[src/rtl/crc_pkg.sv]
package crc_pkg;
  localparam int MAX_DEG  = 40;
  localparam int SEL_W    = 3;
  localparam int NUM_POLY = 5;
  localparam int DEG_W    = $clog2(MAX_DEG + 1);

  typedef logic [MAX_DEG-1:0] remT;
  typedef logic [DEG_W-1:0]   degT;
  typedef logic [SEL_W-1:0]   selT;

  // Strobes from the frame control to the shift datapath
  typedef struct packed {
    logic startStep;  // accepted first bit: clear, latch select, step
    logic dataStep;   // accepted later data bit: step
    logic parShift;   // shift one parity bit out
  } dpCtrlT;

  // Feedback taps below the leading term; codes beyond the table fall back to 0
  function automatic remT tapsOf(selT s);
    case (s)
      selT'(1): tapsOf = remT'(40'h00_04C1_1DB7);
      selT'(2): tapsOf = remT'(40'h00_0000_0003);
      selT'(3): tapsOf = remT'(40'h00_0000_001D);
      selT'(4): tapsOf = remT'(40'h00_0482_0009);
      default:  tapsOf = remT'(40'h00_0000_1021);
    endcase
  endfunction

  function automatic degT degOf(selT s);
    case (s)
      selT'(1): degOf = degT'(32);
      selT'(2): degOf = degT'(3);
      selT'(3): degOf = degT'(8);
      selT'(4): degOf = degT'(40);
      default:  degOf = degT'(16);
    endcase
  endfunction

  function automatic remT maskOf(degT d);
    remT m;
    for (int i = 0; i < MAX_DEG; i++) m[i] = (i < int'(d));
    return m;
  endfunction
endpackage

[src/rtl/crc_lfsr_path.sv]
module crc_lfsr_path
  import crc_pkg::*;
(
  input  logic   clk,
  input  logic   rstN,
  input  dpCtrlT ctl,
  input  logic   inBit,
  input  selT    polySelIn,
  output logic   parBit,
  output degT    stepDeg,
  output logic   stepZero
);
  selT  selQ;
  remT  remQ;
  selT  effSel;
  remT  effRem, effTaps, effMask, heldMask;
  remT  stepRem, shiftRem;
  degT  effDeg, heldDeg;
  degT  msbIdx, heldIdx;
  logic fb;

  // On a start beat the fresh select and a zero register take effect at once
  always_comb begin
    effSel   = ctl.startStep ? polySelIn : selQ;
    effRem   = ctl.startStep ? '0 : remQ;
    effTaps  = tapsOf(effSel);
    effDeg   = degOf(effSel);
    effMask  = maskOf(effDeg);
    msbIdx   = effDeg - degT'(1);
    fb       = inBit ^ effRem[msbIdx];
    heldDeg  = degOf(selQ);
    heldMask = maskOf(heldDeg);
    heldIdx  = heldDeg - degT'(1);
  end

  for (genvar g = 0; g < MAX_DEG; g++) begin : gBit
    if (g == 0) begin : gLow
      assign stepRem[g]  = effMask[g] & fb & effTaps[g];
      assign shiftRem[g] = 1'b0;
    end else begin : gHigh
      assign stepRem[g]  = effMask[g] & (effRem[g-1] ^ (fb & effTaps[g]));
      assign shiftRem[g] = heldMask[g] & remQ[g-1];
    end
  end

  assign stepDeg  = effDeg;
  assign stepZero = (stepRem == '0);
  assign parBit   = remQ[heldIdx];

  always_ff @(posedge clk or negedge rstN) begin
    if (!rstN) begin
      selQ <= '0;
      remQ <= '0;
    end else begin
      if (ctl.startStep) selQ <= polySelIn;
      if (ctl.startStep || ctl.dataStep) remQ <= stepRem;
      else if (ctl.parShift)             remQ <= shiftRem;
    end
  end

  // nothing leaks above the degree of the latched generator
  p_upper_bits_clear_r1: assert property (@(posedge clk) disable iff (!rstN)
    (remQ & ~maskOf(degOf(selQ))) == '0);

  // the control never steps data while a parity burst is running
  p_no_step_in_burst_r3: assert property (@(posedge clk) disable iff (!rstN)
    ctl.parShift |-> !(ctl.dataStep || ctl.startStep));
endmodule

[src/rtl/crc_frame_ctrl.sv]
module crc_frame_ctrl
  import crc_pkg::*;
(
  input  logic   clk,
  input  logic   rstN,
  input  logic   inValid,
  input  logic   inStart,
  input  logic   inLast,
  input  logic   modeCheck,
  input  degT    stepDeg,
  input  logic   stepZero,
  output logic   inReady,
  output dpCtrlT ctl,
  output logic   parValid,
  output logic   done,
  output logic   checkPass,
  output logic   checkFail
);
  typedef enum logic [1:0] {ST_IDLE, ST_DATA, ST_PARITY} stateT;

  stateT stateQ;
  logic  modeQ, doneQ, passQ, failQ;
  degT   cntQ;
  logic  accept, effMode, frameEnd;

  always_comb begin
    inReady       = (stateQ != ST_PARITY);
    accept        = inValid && inReady;
    ctl.startStep = accept && inStart;
    ctl.dataStep  = accept && !inStart && (stateQ == ST_DATA);
    ctl.parShift  = (stateQ == ST_PARITY);
    effMode       = inStart ? modeCheck : modeQ;
    frameEnd      = (ctl.startStep || ctl.dataStep) && inLast;
  end

  always_ff @(posedge clk or negedge rstN) begin
    if (!rstN) begin
      stateQ <= ST_IDLE;
      modeQ  <= 1'b0;
      cntQ   <= '0;
      doneQ  <= 1'b0;
      passQ  <= 1'b0;
      failQ  <= 1'b0;
    end else begin
      doneQ <= 1'b0;
      passQ <= 1'b0;
      failQ <= 1'b0;
      if (ctl.startStep) modeQ <= modeCheck;
      if (frameEnd) begin
        if (effMode) begin
          stateQ <= ST_IDLE;
          doneQ  <= 1'b1;
          passQ  <= stepZero;
          failQ  <= !stepZero;
        end else begin
          stateQ <= ST_PARITY;
          cntQ   <= stepDeg;
        end
      end else if (ctl.startStep) begin
        stateQ <= ST_DATA;
      end else if (stateQ == ST_PARITY) begin
        cntQ <= cntQ - degT'(1);
        if (cntQ == degT'(1)) begin
          stateQ <= ST_IDLE;
          doneQ  <= 1'b1;
        end
      end
    end
  end

  assign parValid  = (stateQ == ST_PARITY);
  assign done      = doneQ;
  assign checkPass = passQ;
  assign checkFail = failQ;

  // end-of-frame strobe lasts a single cycle
  p_done_single_r4: assert property (@(posedge clk) disable iff (!rstN)
    done |=> !done);

  // a parity burst is always closed by the done pulse
  p_burst_ends_done_r4: assert property (@(posedge clk) disable iff (!rstN)
    $fell(parValid) |-> done);

  // verdicts are exclusive and ride on done
  p_verdict_exclusive_r5: assert property (@(posedge clk) disable iff (!rstN)
    !(checkPass && checkFail));
  p_verdict_with_done_r5: assert property (@(posedge clk) disable iff (!rstN)
    (checkPass || checkFail) |-> done);
endmodule

[src/rtl/crc_serial_engine.sv]
module crc_serial_engine
  import crc_pkg::*;
(
  input  logic             clk,
  input  logic             rstN,
  input  logic             inValid,
  output logic             inReady,
  input  logic             inBit,
  input  logic             inStart,
  input  logic             inLast,
  input  logic             modeCheck,
  input  logic [SEL_W-1:0] polySel,
  output logic             parOut,
  output logic             parValid,
  output logic             done,
  output logic             checkPass,
  output logic             checkFail
);
  dpCtrlT ctl;
  degT    stepDeg;
  logic   stepZero;

  crc_frame_ctrl u_ctrl (
    .clk       (clk),
    .rstN      (rstN),
    .inValid   (inValid),
    .inStart   (inStart),
    .inLast    (inLast),
    .modeCheck (modeCheck),
    .stepDeg   (stepDeg),
    .stepZero  (stepZero),
    .inReady   (inReady),
    .ctl       (ctl),
    .parValid  (parValid),
    .done      (done),
    .checkPass (checkPass),
    .checkFail (checkFail)
  );

  crc_lfsr_path u_path (
    .clk       (clk),
    .rstN      (rstN),
    .ctl       (ctl),
    .inBit     (inBit),
    .polySelIn (polySel),
    .parBit    (parOut),
    .stepDeg   (stepDeg),
    .stepZero  (stepZero)
  );
endmodule

[config.mk]
export PLATFORM = sky130hd
export DESIGN_NAME = crc_serial_engine
export DESIGN_NICKNAME = d
export VERILOG_FILES = /design/src/rtl/crc_pkg.sv /design/src/rtl/crc_lfsr_path.sv /design/src/rtl/crc_frame_ctrl.sv /design/src/rtl/crc_serial_engine.sv
export SDC_FILE = /design/constraint.sdc
export NUM_CORES = 1
export LEC_CHECK = 0
export BUFFER_PORTS_ARGS = -buffer_cell sky130_fd_sc_hd__buf_2
export CAP_MARGIN = 30
export CORE_MARGIN = 2
export CORE_UTILIZATION = 50
export CTS_BUF_LIST = sky130_fd_sc_hd__clkbuf_4 sky130_fd_sc_hd__clkbuf_8 sky130_fd_sc_hd__clkbuf_16
export DETAILED_ROUTE_END_ITERATION = 6
export PLACE_DENSITY_LB_ADDON = 0.12
export SYNTH_ARGS = -nofsm -noshare
export SYNTH_HDL_FRONTEND = slang
export SYNTH_SLANG_ARGS = --single-unit
[constraint.sdc]
create_clock -name clk -period 4.5 [get_ports clk]
set_input_delay 0.45 -clock clk [delete_from_list [all_inputs] [get_ports clk]]
set_output_delay 0.45 -clock clk [all_outputs]
set_load 0.02 [all_outputs]
==> qor.yml, run 1 <==
yosys:
  synth_seq_cells: 55
  synthArstFlopShare: 1.00
  ys_seq_area_frac: 0.388
  syn-cell-area_um2: 3550
  post-synth-top-area-cell: "dfrtp_1"
  synth_edf_count: 0
  synth_commonest_cells: "55 x dfrtp_1, 37 x nand2_1, 37 x nor2_1, 28 x a21oi_1, 23 x a22o_1"
  avgSynthCellArea_um2: 9.03
  synth_top_area_frac: 0.388
  yosysWarnings: 0
  synthTopCellsByArea: "dfrtp_1 39%, a22o_1 5.7%, a21oi_1 3.9%"
  yosysUniqueCellTypes: 68
  synthesis.nets: 407
  ys.flop_type: "dfrtp_1"
  yosysMostFrequentCell: "dfrtp_1"
  synthCells: 393
place:
  place_hpwl_mm: 7.16
  io_buffer_count: 15
  place_congestion: 0.928
power_and_ir_drop:
  power.density_nw_per_um2: 682
  power.total_mw: 2.65
  p_int_mw: 1.42
  p_comb_frac: 0.560
  p_seq_frac: 0.307
  p_switching_mw: 1.23
  swShare: 0.464
  share_clk_of_total_power: 0.133
  peakVddDrop_v: 0.000291
  p_leak_nw: 1.71
timing:
  finalClockSkew_ns: 0.00486
  worst_pin_slew_ns: 0.715
  slew_headroom: 0.523
  hold_violations: 0
  fin_crit_sh: 0.927
  finalSetupViolCount: 0
  slew_violations: 0
  rsz0062_at_grt: "no"
  fmax_ghz: 0.240
  setup_tns_ns: 0
  period_needed_ns: 4.17
die:
  start_util: 0.519
  die_area_um2: 7790
  ios: 16
  core_um2: 6830
  die_x_um: 88.2
  rows: 30
  die_h_um: 88.2
global_routing:
  use_met1: 0.388
  grt_pass1_vias: 2990
  grt_use_met3: 0.0476
  grt-ovfl-total: 0
  grt_start_max_net_pins: 56
  globalRouteTotalUtil: 0.265
  antenna_found_initial: 0
  global_route.usage.met2: 0.405
  grt_pass1_wl_mm: 15.6
  grt.busiest_layer: "met2"
route:
  wirelength_mm: 9.80
  ant_nets: 0
  via_count: 3256
  avgRoutedWirePerCell_um: 19.4
  drtIter0Drc: 261
  route.detailed.drc: 0
  drt_pass1_iterations: 5
  viasPerCell: 6.46
final_layout:
  diodes: 0
  finalNetCount: 421
  drive_gt1_frac: 0.137
  syn2layout_area_growth_pct: 9.59
worst_setup_path:
  required_ns: 4.75
  crit_path_start_kind: "flip-flop"
  crit_type: "flip-flop to flip-flop"
  endpoint_kind: "flip-flop"
  cp.arrival_ns: 4.42
  path_max_fanout: 5
clock_network:
  cts_buffers: 5
  insertion_delay_ns: 0.31
  cts_buffer_depth: 2
  clkTransAtPathRegs_ns: 0.10
  cts-root-buf: "clkbuf_8"
  cts_tree: "done"
  htreeDepth: 2
  clock-sinks: 55
job:
  cap_violations: 0
outcome:
  run_status: "finished, final reports clean"
worst_hold_path:
  min_path_type: "input pin to async pin"
-- flip-flops by register name (all words and copies together), names as in the netlist --
| register | cells |
|---|---|
| u_ctrl.stateQ | 2 |
| u_path.selQ | 3 |
| u_ctrl.checkFail | 1 |
| u_path.remQ | 40 |
| u_ctrl.done | 1 |
| u_ctrl.cntQ | 6 |
| u_ctrl.modeQ | 1 |
| u_ctrl.checkPass | 1 |
-- power groups by stage --
stage	logic [mW]	registers [mW]	clock network, mW
6_report	1.49	0.813	0.353
2_1_floorplan	1.09	0.763	0
3_3_place_gp	1.44	0.814	0
3_5_place_dp	1.46	0.816	0
4_1_cts	1.47	0.807	0.363
5_1_grt	1.63	0.830	0.381
-- final cells by class --
type,count,area [µm²]
repair buffers,32,200
clock buffers,6,82.6
fillers,633,2940
flip-flops and latches,55,1380
inverters,10,40.0
well taps,96,120
multi-input cells,303,2030
clock inverters,2,38.8
-- path summary, 6_finish.rpt --
| check | start | to | slack (ns) | depth (start not counted) |
|---|---|---|---|---|
| max in group asynchronous | rstN | u_path.remQ[5] | 3.77 | 2 |
| worst max-delay path | u_ctrl.stateQ[1] | u_ctrl.checkPass | 0.33 | 15 |
| worst min-delay path | rstN | u_path.remQ[14] | 0.26 | 2 |
| min in group clk | modeCheck | u_ctrl.modeQ | 0.34 | 3 |
| worst max register to register | u_ctrl.stateQ[1] | u_ctrl.checkPass | 0.33 | 15 |
| worst min register to register | u_ctrl.modeQ | u_ctrl.modeQ | 0.49 | 2 |
-- worst max-delay path, stage by stage, from the launching register on --
cell and delay (ns):
dfrtp_1 0.41, nand2b_1 0.13, inv_2 0.07, nor2_1 0.17
mux2_2 0.39, nand2b_1 0.18, nor2_1 0.09, nor2_1 0.11
ha_1 0.42, mux4_1 0.64, and3_1 0.24, nor3_1 0.26
o21ai_2 0.15, xor2_2 0.20, a2111oi_4 0.40, and4b_1 0.24
-- timing repair --
item                                   in CTS  in global routing
endpoints found under the hold margin       0                  0
hold buffers                                0                  0
gates resized for setup                     0                  1
setup endpoints to repair                   0                  8
setup buffers                               0                  0
-- metal layers --
layer	share of wire	vias to the layer above
met4	0.022	0
met3	0.079	21
met5	0	-
met1	0.45	1573
li1	-	1515
met2	0.44	147
-- kinds of logic after synthesis --
| logic type | count (synthesis) | synth area share |
|---|---|---|
| XOR/XNOR | 10 | 0.0349 |
| AO/OA/AOI/OAI | 126 | 0.255 |
| buffers and inverters | 35 | 0.0416 |
| AND/OR/NAND/NOR | 149 | 0.211 |
| flip-flops | 55 | 0.388 |
| adder cells (fa/ha/maj) | 4 | 0.0141 |
| multiplexers | 14 | 0.0550 |
-- per-stage QoR --
stage               cells  hold WS (ns)   util  setup slack [ns]  cell area (µm²)
finish                504         0.264  0.569             0.331             3890
global route          504         0.313  0.569            0.0536             3890
CTS                   504         0.290  0.568             0.275             3880
detailed placement    496         0.469  0.551             0.216             3760
global placement      495         0.462  0.550             0.334             3760
floorplan             393         0.154      -             0.384             3550
-- placed cells by master, fill, tap and decap left out, types with 6 or more instances in the layout --
cell	count
clkbuf_8	6
o21ai_0	15
nand3_1	15
nand4_1	7
and3_1	6
buf_2	16
buf_4	16
a31oi_1	11
nor2_1	37
and2_1	7
nor3_1	15
mux2i_1	9
dfrtp_1	55
inv_1	8
a21oi_1	28
a22o_1	23
nand2_1	37
No activity file was read; power rests on OpenSTA's default activity.
==> run 2: changes to the inputs <==
- MAX_ROUTING_LAYER: not set -> met4
- SLEW_MARGIN: not set -> 20
==> run 2 against run 1 <==
  * Clock-buffer cell count is 1 lower
  * Die area unchanged
  * Sequential cell count is the same
  * Combinational power barely moved
  * Clock skew rose by 0.0035 ns
  * Cell count decreased by 0.40%
  * Critical path type unchanged
  * Largest cell class unchanged
  * Largest power group unchanged
==> qor.yml, run 2 (same netlist as run 1, synthesis figures left out) <==
clock_network:
  cts_buffer_depth: 2  # unchanged
  insertion_delay_ns: 0.31  # about the same
  cts-root-buf: "clkbuf_8"  # unchanged
  cts_tree: "done"  # unchanged
  cts_buffers: 5  # unchanged
  clock-sinks: 55  # unchanged
  post-cts-setup-buffer-count: 0  # unchanged
  clkTransAtPathRegs_ns: 0.10  # about the same
  htreeDepth: 2  # unchanged
global_routing:
  grt-ovfl-total: 0  # unchanged
  grt_start_max_net_pins: 56  # unchanged
  globalRouteTotalUtil: 0.272  # was 0.265
  antenna_found_initial: 0  # unchanged
  grt_pass1_wl_mm: 15.9  # was 15.6 mm
  grt_pass1_vias: 3046  # was 2,990
place:
  place_congestion: 0.969  # was 0.928
  dpl-instance-area_um2: 3750  # was 3760 µm²
  io_buffer_count: 15  # unchanged
  place_hpwl_mm: 7.11  # was 7.16 mm
  dp_slack_ns: 0.150  # was 0.216 ns
power_and_ir_drop:
  peakVddDrop_v: 0.000285  # was 0.000291 V
  p_leak_nw: 1.69  # was 1.71 nW
  p_seq_frac: 0.315  # was 0.307
  p_switching_mw: 1.23  # about the same
  power.total_mw: 2.57  # was 2.65 mW
  share_clk_of_total_power: 0.109  # was 0.133
  swShare: 0.478  # was 0.464
  power.density_nw_per_um2: 669  # was 682 nW/µm²
  p_int_mw: 1.34  # was 1.42 mW
  p_comb_frac: 0.576  # was 0.560
timing:
  worst_pin_slew_ns: 0.776  # was 0.715 ns
  rsz0062_at_grt: "no"  # unchanged
  fin_crit_sh: 0.921  # was 0.927
  setup_tns_ns: 0  # unchanged
  fmax_ghz: 0.241  # was 0.240 GHz
  hold_violations: 0  # unchanged
  period_needed_ns: 4.15  # was 4.17 ns
  finalSetupViolCount: 0  # unchanged
  finalClockSkew_ns: 0.00838  # was 0.00486 ns
  slew_violations: 0  # unchanged
  slew_headroom: 0.481  # was 0.523
  worst_slack_ns: 0.353  # was 0.331 ns
worst_setup_path:
  cp.arrival_ns: 4.32  # was 4.42 ns
  crit_top_cell: "nor2_1"  # unchanged
  max_stage_delay_ns: 0.63  # was 0.64 ns
  path_max_fanout: 8  # was 5
  crit_chain: "nand2b_1 > inv_2 > o21ai_0 > and2_1 > inv_1 > nand2b_1 > nor2_1 > nor2_1 > ha_1 > mux4_1 > and3_1 > nor4_2 > nor2_1 > a31oi_1 > o221ai_1"  # was nand2b_1 > inv_2 > nor2_1 > mux2_2 > nand2b_1 > nor2_1 > nor2_1 > ha_1 > mux4_1 > and3_1 > nor3_1 > o21ai_2 > xor2_2 > a2111oi_4 > and4b_1
  reg2reg_depth: 15  # unchanged
  required_ns: 4.67  # was 4.75 ns
  endpoint_kind: "flip-flop"  # unchanged
  crit_path_start_kind: "flip-flop"  # unchanged
  slowest_stage: "mux4_1"  # unchanged
  crit_type: "flip-flop to flip-flop"  # unchanged
final_layout:
  regMostFlops: "u_path.remQ"  # unchanged
  multi_input_area_um2: 2040  # was 2030 µm²
  top_regs: "u_path.remQ x40, u_ctrl.cntQ x6, u_path.selQ x3"  # unchanged
  drive_gt1_frac: 0.135  # was 0.137
  layout.area.seq_um2: 1380  # unchanged
  final_common_cell: "dfrtp_1"  # unchanged
  finalNetCount: 419  # was 421
  largest_reg_flops: 40  # unchanged
  final_cell_mix: "55 x dfrtp_1, 37 x nand2_1, 37 x nor2_1, 28 x a21oi_1, 23 x a22o_1"  # unchanged
  final_area_um2: 3850  # was 3890 µm²
  fillers: 643  # was 633
  syn2layout_area_growth_pct: 8.43  # was 9.59%
  diodes: 0  # unchanged
route:
  ant_nets: 0  # unchanged
  drt_pass1_iterations: 5  # unchanged
  route.detailed.drc: 0  # unchanged
  drtIter0Drc: 202  # was 261
  avgRoutedWirePerCell_um: 19.5  # was 19.4 µm
  viasPerCell: 6.51  # was 6.46
  via_count: 3268  # was 3,256
  wirelength_mm: 9.79  # was 9.80 mm
die:
  ios: 16  # unchanged
  start_util: 0.519  # unchanged
  die_area_um2: 7790  # unchanged
  die_x_um: 88.2  # unchanged
  die_h_um: 88.2  # unchanged
  rows: 30  # unchanged
  core_um2: 6830  # unchanged
worst_hold_path:
  min_path_type: "input pin to async pin"  # unchanged
outcome:
  run_status: "finished, final reports clean"  # unchanged
job:
  cap_violations: 0  # unchanged
==> run 2: cell count changes in the layout (fill, tap and decap cells not counted), sizes merged <==
cell	change
buf	-2
bufinv	-1
clkbuf	-1
clkinv	+2
==> run 2: per-stage QoR <==
stage / hold slack (ns) / utilization / instances
2_1_floorplan: 0.154 / - / 393
3_3_place_gp: 0.462 / 0.549 / 494
3_5_place_dp: 0.471 / 0.549 / 494
4_1_cts: 0.284 / 0.562 / 502
5_1_grt: 0.330 / 0.563 / 502
6_report: 0.256 / 0.563 / 502
==> run 2: metal layers <==
| metal | global-route usage | up-vias | part of all wire |
|---|---|---|---|
| met1 | 0.398 | 1576 | 0.46 |
| li1 | - | 1512 | - |
| met2 | 0.400 | 155 | 0.44 |
| met3 | 0.0354 | 25 | 0.073 |
| met5 | - | - | 0 |
| met4 | 0.0702 | 0 | 0.025 |
==> run 2: final timing paths <==
| kind | slack, ns | endpoint | startpoint |
|---|---|---|---|
| worst max-delay path | 0.35 | u_path.remQ[10] | u_ctrl.stateQ[1] |
| worst min-delay path | 0.26 | u_path.remQ[20] | rstN |
| worst max register to register | 0.35 | u_path.remQ[10] | u_ctrl.stateQ[1] |
| worst min register to register | 0.49 | u_ctrl.modeQ | u_ctrl.modeQ |
| max in group asynchronous | 3.79 | u_path.remQ[5] | rstN |
| min in group clk | 0.34 | u_ctrl.modeQ | modeCheck |
==> run 2: area by class of cell <==
| cell class | instances | area share |
|---|---|---|
| clock buffers | 5 | 0.0179 |
| clock inverters | 3 | 0.00488 |
| inverters | 10 | 0.0104 |
| multi-input cells | 303 | 0.529 |
| flip-flops and latches | 55 | 0.358 |
| well taps | 96 | 0.0312 |
| repair buffers | 30 | 0.0488 |
==> run 2: critical path: cells and delay by family (launching register included) <==
| kind | cells | cell delay (ns) |
|---|---|---|
| compound gates | 3 | 0.66 |
| fa+ha+maj | 1 | 0.35 |
| buf+inv | 2 | 0.15 |
| flops | 1 | 0.41 |
| mux | 1 | 0.63 |
| simple gates | 8 | 1.79 |
==> run 2: power groups by stage <==
stage          registers [mW]  logic [mW]  clock network (mW)
5_1_grt                 0.832        1.62               0.310
3_3_place_gp            0.814        1.44                   0
6_report                0.811        1.48               0.280
3_5_place_dp            0.817        1.46                   0
4_1_cts                 0.807        1.46               0.293
2_1_floorplan           0.763        1.09                   0
==> run 2: repair_timing <==
item / 4_1_cts / 5_1_grt
hold buffers: 0 / 0
endpoints found under the setup margin: 0 / 5
resized for setup: 0 / 1
hold endpoints to repair: 0 / 0
==> run 3: changes to the inputs <==
- CORE_MARGIN: 2 -> 1.5
==> run 3 against run 2 <==
  * Clock skew rose by 0.0037 ns
  * Die area fell by 2.3%
  * Final area rose by 0.36%
  * Clock power rose by 1%
  * Fmax fell by 3.1%
  * Clock-buffer cell count did not move
  * Setup slack got worse by 0.13 ns
  * Worst hold slack got worse by 0.0079 ns
  * Sequential cell count did not move
  * Register-to-register slack got worse by 0.13 ns
  * Highest routed layer unchanged
==> qor.yml, run 3 (same netlist as run 1, synthesis figures left out) <==
job:
  cap_violations: 0  # unchanged
final_layout:
  final_common_cell: "dfrtp_1"  # unchanged
  final_cell_mix: "55 x dfrtp_1, 37 x nand2_1, 37 x nor2_1, 28 x a21oi_1, 23 x a22o_1"  # unchanged
  diodes: 0  # unchanged
  fillers: 632  # was 643
  syn2layout_area_growth_pct: 8.82  # was 8.43%
  largest_reg_flops: 40  # unchanged
  regMostFlops: "u_path.remQ"  # unchanged
  drive_gt1_frac: 0.137  # was 0.135
  finalNetCount: 421  # was 419
  final_area_um2: 3860  # was 3850 µm²
  top_regs: "u_path.remQ x40, u_ctrl.cntQ x6, u_path.selQ x3"  # unchanged
timing:
  whs_ns: 0.248  # was 0.256 ns
  worst_slack_ns: 0.220  # was 0.353 ns
  worst_pin_slew_ns: 0.680  # was 0.776 ns
  slew_violations: 0  # unchanged
  period_needed_ns: 4.28  # was 4.15 ns
  finalSetupViolCount: 0  # unchanged
  fin_crit_sh: 0.951  # was 0.921
  finalClockSkew_ns: 0.0121  # was 0.00838 ns
  fmax_ghz: 0.234  # was 0.241 GHz
  hold_violations: 0  # unchanged
  slew_headroom: 0.546  # was 0.481
clock_network:
  cts.hold.buffers_added: 0  # unchanged
  clock-sinks: 55  # unchanged
  clkTransAtPathRegs_ns: 0.11  # was 0.10 ns
  cts_buffers: 5  # unchanged
  cts-root-buf: "clkbuf_8"  # unchanged
  htreeDepth: 2  # unchanged
  cts_tree: "done"  # unchanged
  insertion_delay_ns: 0.32  # was 0.31 ns
  cts_buffer_depth: 2  # unchanged
global_routing:
  grt_start_max_net_pins: 56  # unchanged
  grt_pass1_wl_mm: 15.8  # was 15.9 mm
  antenna_found_initial: 0  # unchanged
  grt_pass1_vias: 2919  # was 3,046
  grt-ovfl-total: 0  # unchanged
  globalRouteTotalUtil: 0.284  # was 0.272
worst_setup_path:
  crit_start: "u_ctrl.stateQ[1]"  # unchanged
  endpoint_kind: "flip-flop"  # unchanged
  crit_path_start_kind: "flip-flop"  # unchanged
  r2r-start: "u_ctrl.stateQ[1]"  # unchanged
  cp.arrival_ns: 4.50  # was 4.32 ns
  reg2reg_depth: 16  # was 15
  required_ns: 4.71  # was 4.67 ns
  r2r_slack_ns: 0.22  # was 0.35 ns
  crit_type: "flip-flop to flip-flop"  # unchanged
  path_max_fanout: 9  # was 8
power_and_ir_drop:
  power.density_nw_per_um2: 667  # was 669 nW/µm²
  share_clk_of_total_power: 0.110  # was 0.109
  p_switching_mw: 1.23  # about the same
  peakVddDrop_v: 0.000338  # was 0.000285 V
  p_seq_frac: 0.318  # was 0.315
  swShare: 0.477  # was 0.478
  p_leak_nw: 1.69  # about the same
  p_comb_frac: 0.572  # was 0.576
  p_int_mw: 1.35  # was 1.34 mW
die:
  die_x_um: 87.2  # was 88.2 µm
  ios: 16  # unchanged
  start_util: 0.519  # unchanged
  rows: 30  # unchanged
  core_um2: 6830  # unchanged
  die_h_um: 87.2  # was 88.2 µm
  die_area_um2: 7610  # was 7790 µm²
route:
  route.detailed.drc: 0  # unchanged
  avgRoutedWirePerCell_um: 19.7  # was 19.5 µm
  viasPerCell: 6.41  # was 6.51
  via_count: 3231  # was 3,268
  wirelength_mm: 9.92  # was 9.79 mm
  drt_pass1_iterations: 5  # unchanged
  ant_nets: 0  # unchanged
  drtIter0Drc: 252  # was 202
place:
  place_hpwl_mm: 7.37  # was 7.11 mm
  io_buffer_count: 15  # unchanged
  place_congestion: 0.897  # was 0.969
  dpl-instance-area_um2: 3760  # was 3750 µm²
  dp_slack_ns: 0.341  # was 0.150 ns
worst_hold_path:
  min_path_type: "input pin to async pin"  # unchanged
outcome:
  run_status: "finished, final reports clean"  # unchanged
-- run 3: cell types whose count changed in the layout (fill, tap and decap cells not counted) --
cell | before | now
clkinvlp_4 | 0 | 1
nor3_2 | 1 | 0
inv_6 | 1 | 0
buf_2 | 15 | 16
nor4_1 | 5 | 6
o311ai_1 | 1 | 0
buf_4 | 15 | 16
inv_8 | 0 | 1
nor3_1 | 14 | 15
nor4_2 | 1 | 0
clkinv_2 | 2 | 1
o311ai_2 | 0 | 1
-- run 3: routing by layer --
layer,routed length [µm],track usage
met1,4570,0.402
met2,4420,0.416
met3,626,0.0398
met4,299,0.105
met5,0,-
-- run 3: cell type report --
type                            count  area (µm²)  area share
Inverter                           10        40.0      0.0104
Sequential cell                    55        1380       0.356
Clock buffer                        5        68.8      0.0178
Timing Repair Buffer               32         200      0.0518
Clock inverter                      3        23.8     0.00616
Multi-Input combinational cell    303        2030       0.526
Tap cell                           96         120      0.0311
-- run 3: worst max-delay path, cell delays in order (launching register included) --
cell and delay [ns]:
dfrtp_1 0.42, nand2b_1 0.26, inv_2 0.11, o21ai_0 0.22
and2_1 0.21, inv_1 0.08, nand2b_1 0.10, nor2_1 0.04
nor2_1 0.33, ha_1 0.38, mux4_1 0.41, nor4b_1 0.49
nor2_1 0.16, a21o_1 0.23, and2_1 0.25, a41o_1 0.28
a32o_1 0.21
-- run 3: final timing paths --
check,to
min reg2reg,u_ctrl.modeQ
min in group clk,u_ctrl.modeQ
max reg2reg,u_path.remQ[23]
max in group asynchronous,u_ctrl.modeQ
max,u_path.remQ[23]
min,u_path.remQ[14]
-- run 3: power groups by stage --
stage / clock [mW] / sequential (mW) / combinational (mW)
after floorplan: 0 / 0.763 / 1.09
after global placement: 0 / 0.820 / 1.45
after detailed placement: 0 / 0.819 / 1.45
after CTS: 0.289 / 0.811 / 1.46
after global routing: 0.309 / 0.840 / 1.61
final: 0.284 / 0.820 / 1.47
-- run 3: timing repair --
item / CTS / global route
resized for setup: 0 / 1
setup endpoints to repair: 0 / 3
setup buffers: 0 / 0
-- run 3: through the flow --
stage                util  instances  total power, mW  setup TNS [ns]
floorplan               -        393             1.86               0
global placement    0.550        495             2.26               0
detailed placement  0.551        496             2.27               0
CTS                 0.564        504             2.56               0
global route        0.565        504             2.76        -0.00456
finish              0.565        504             2.58               0
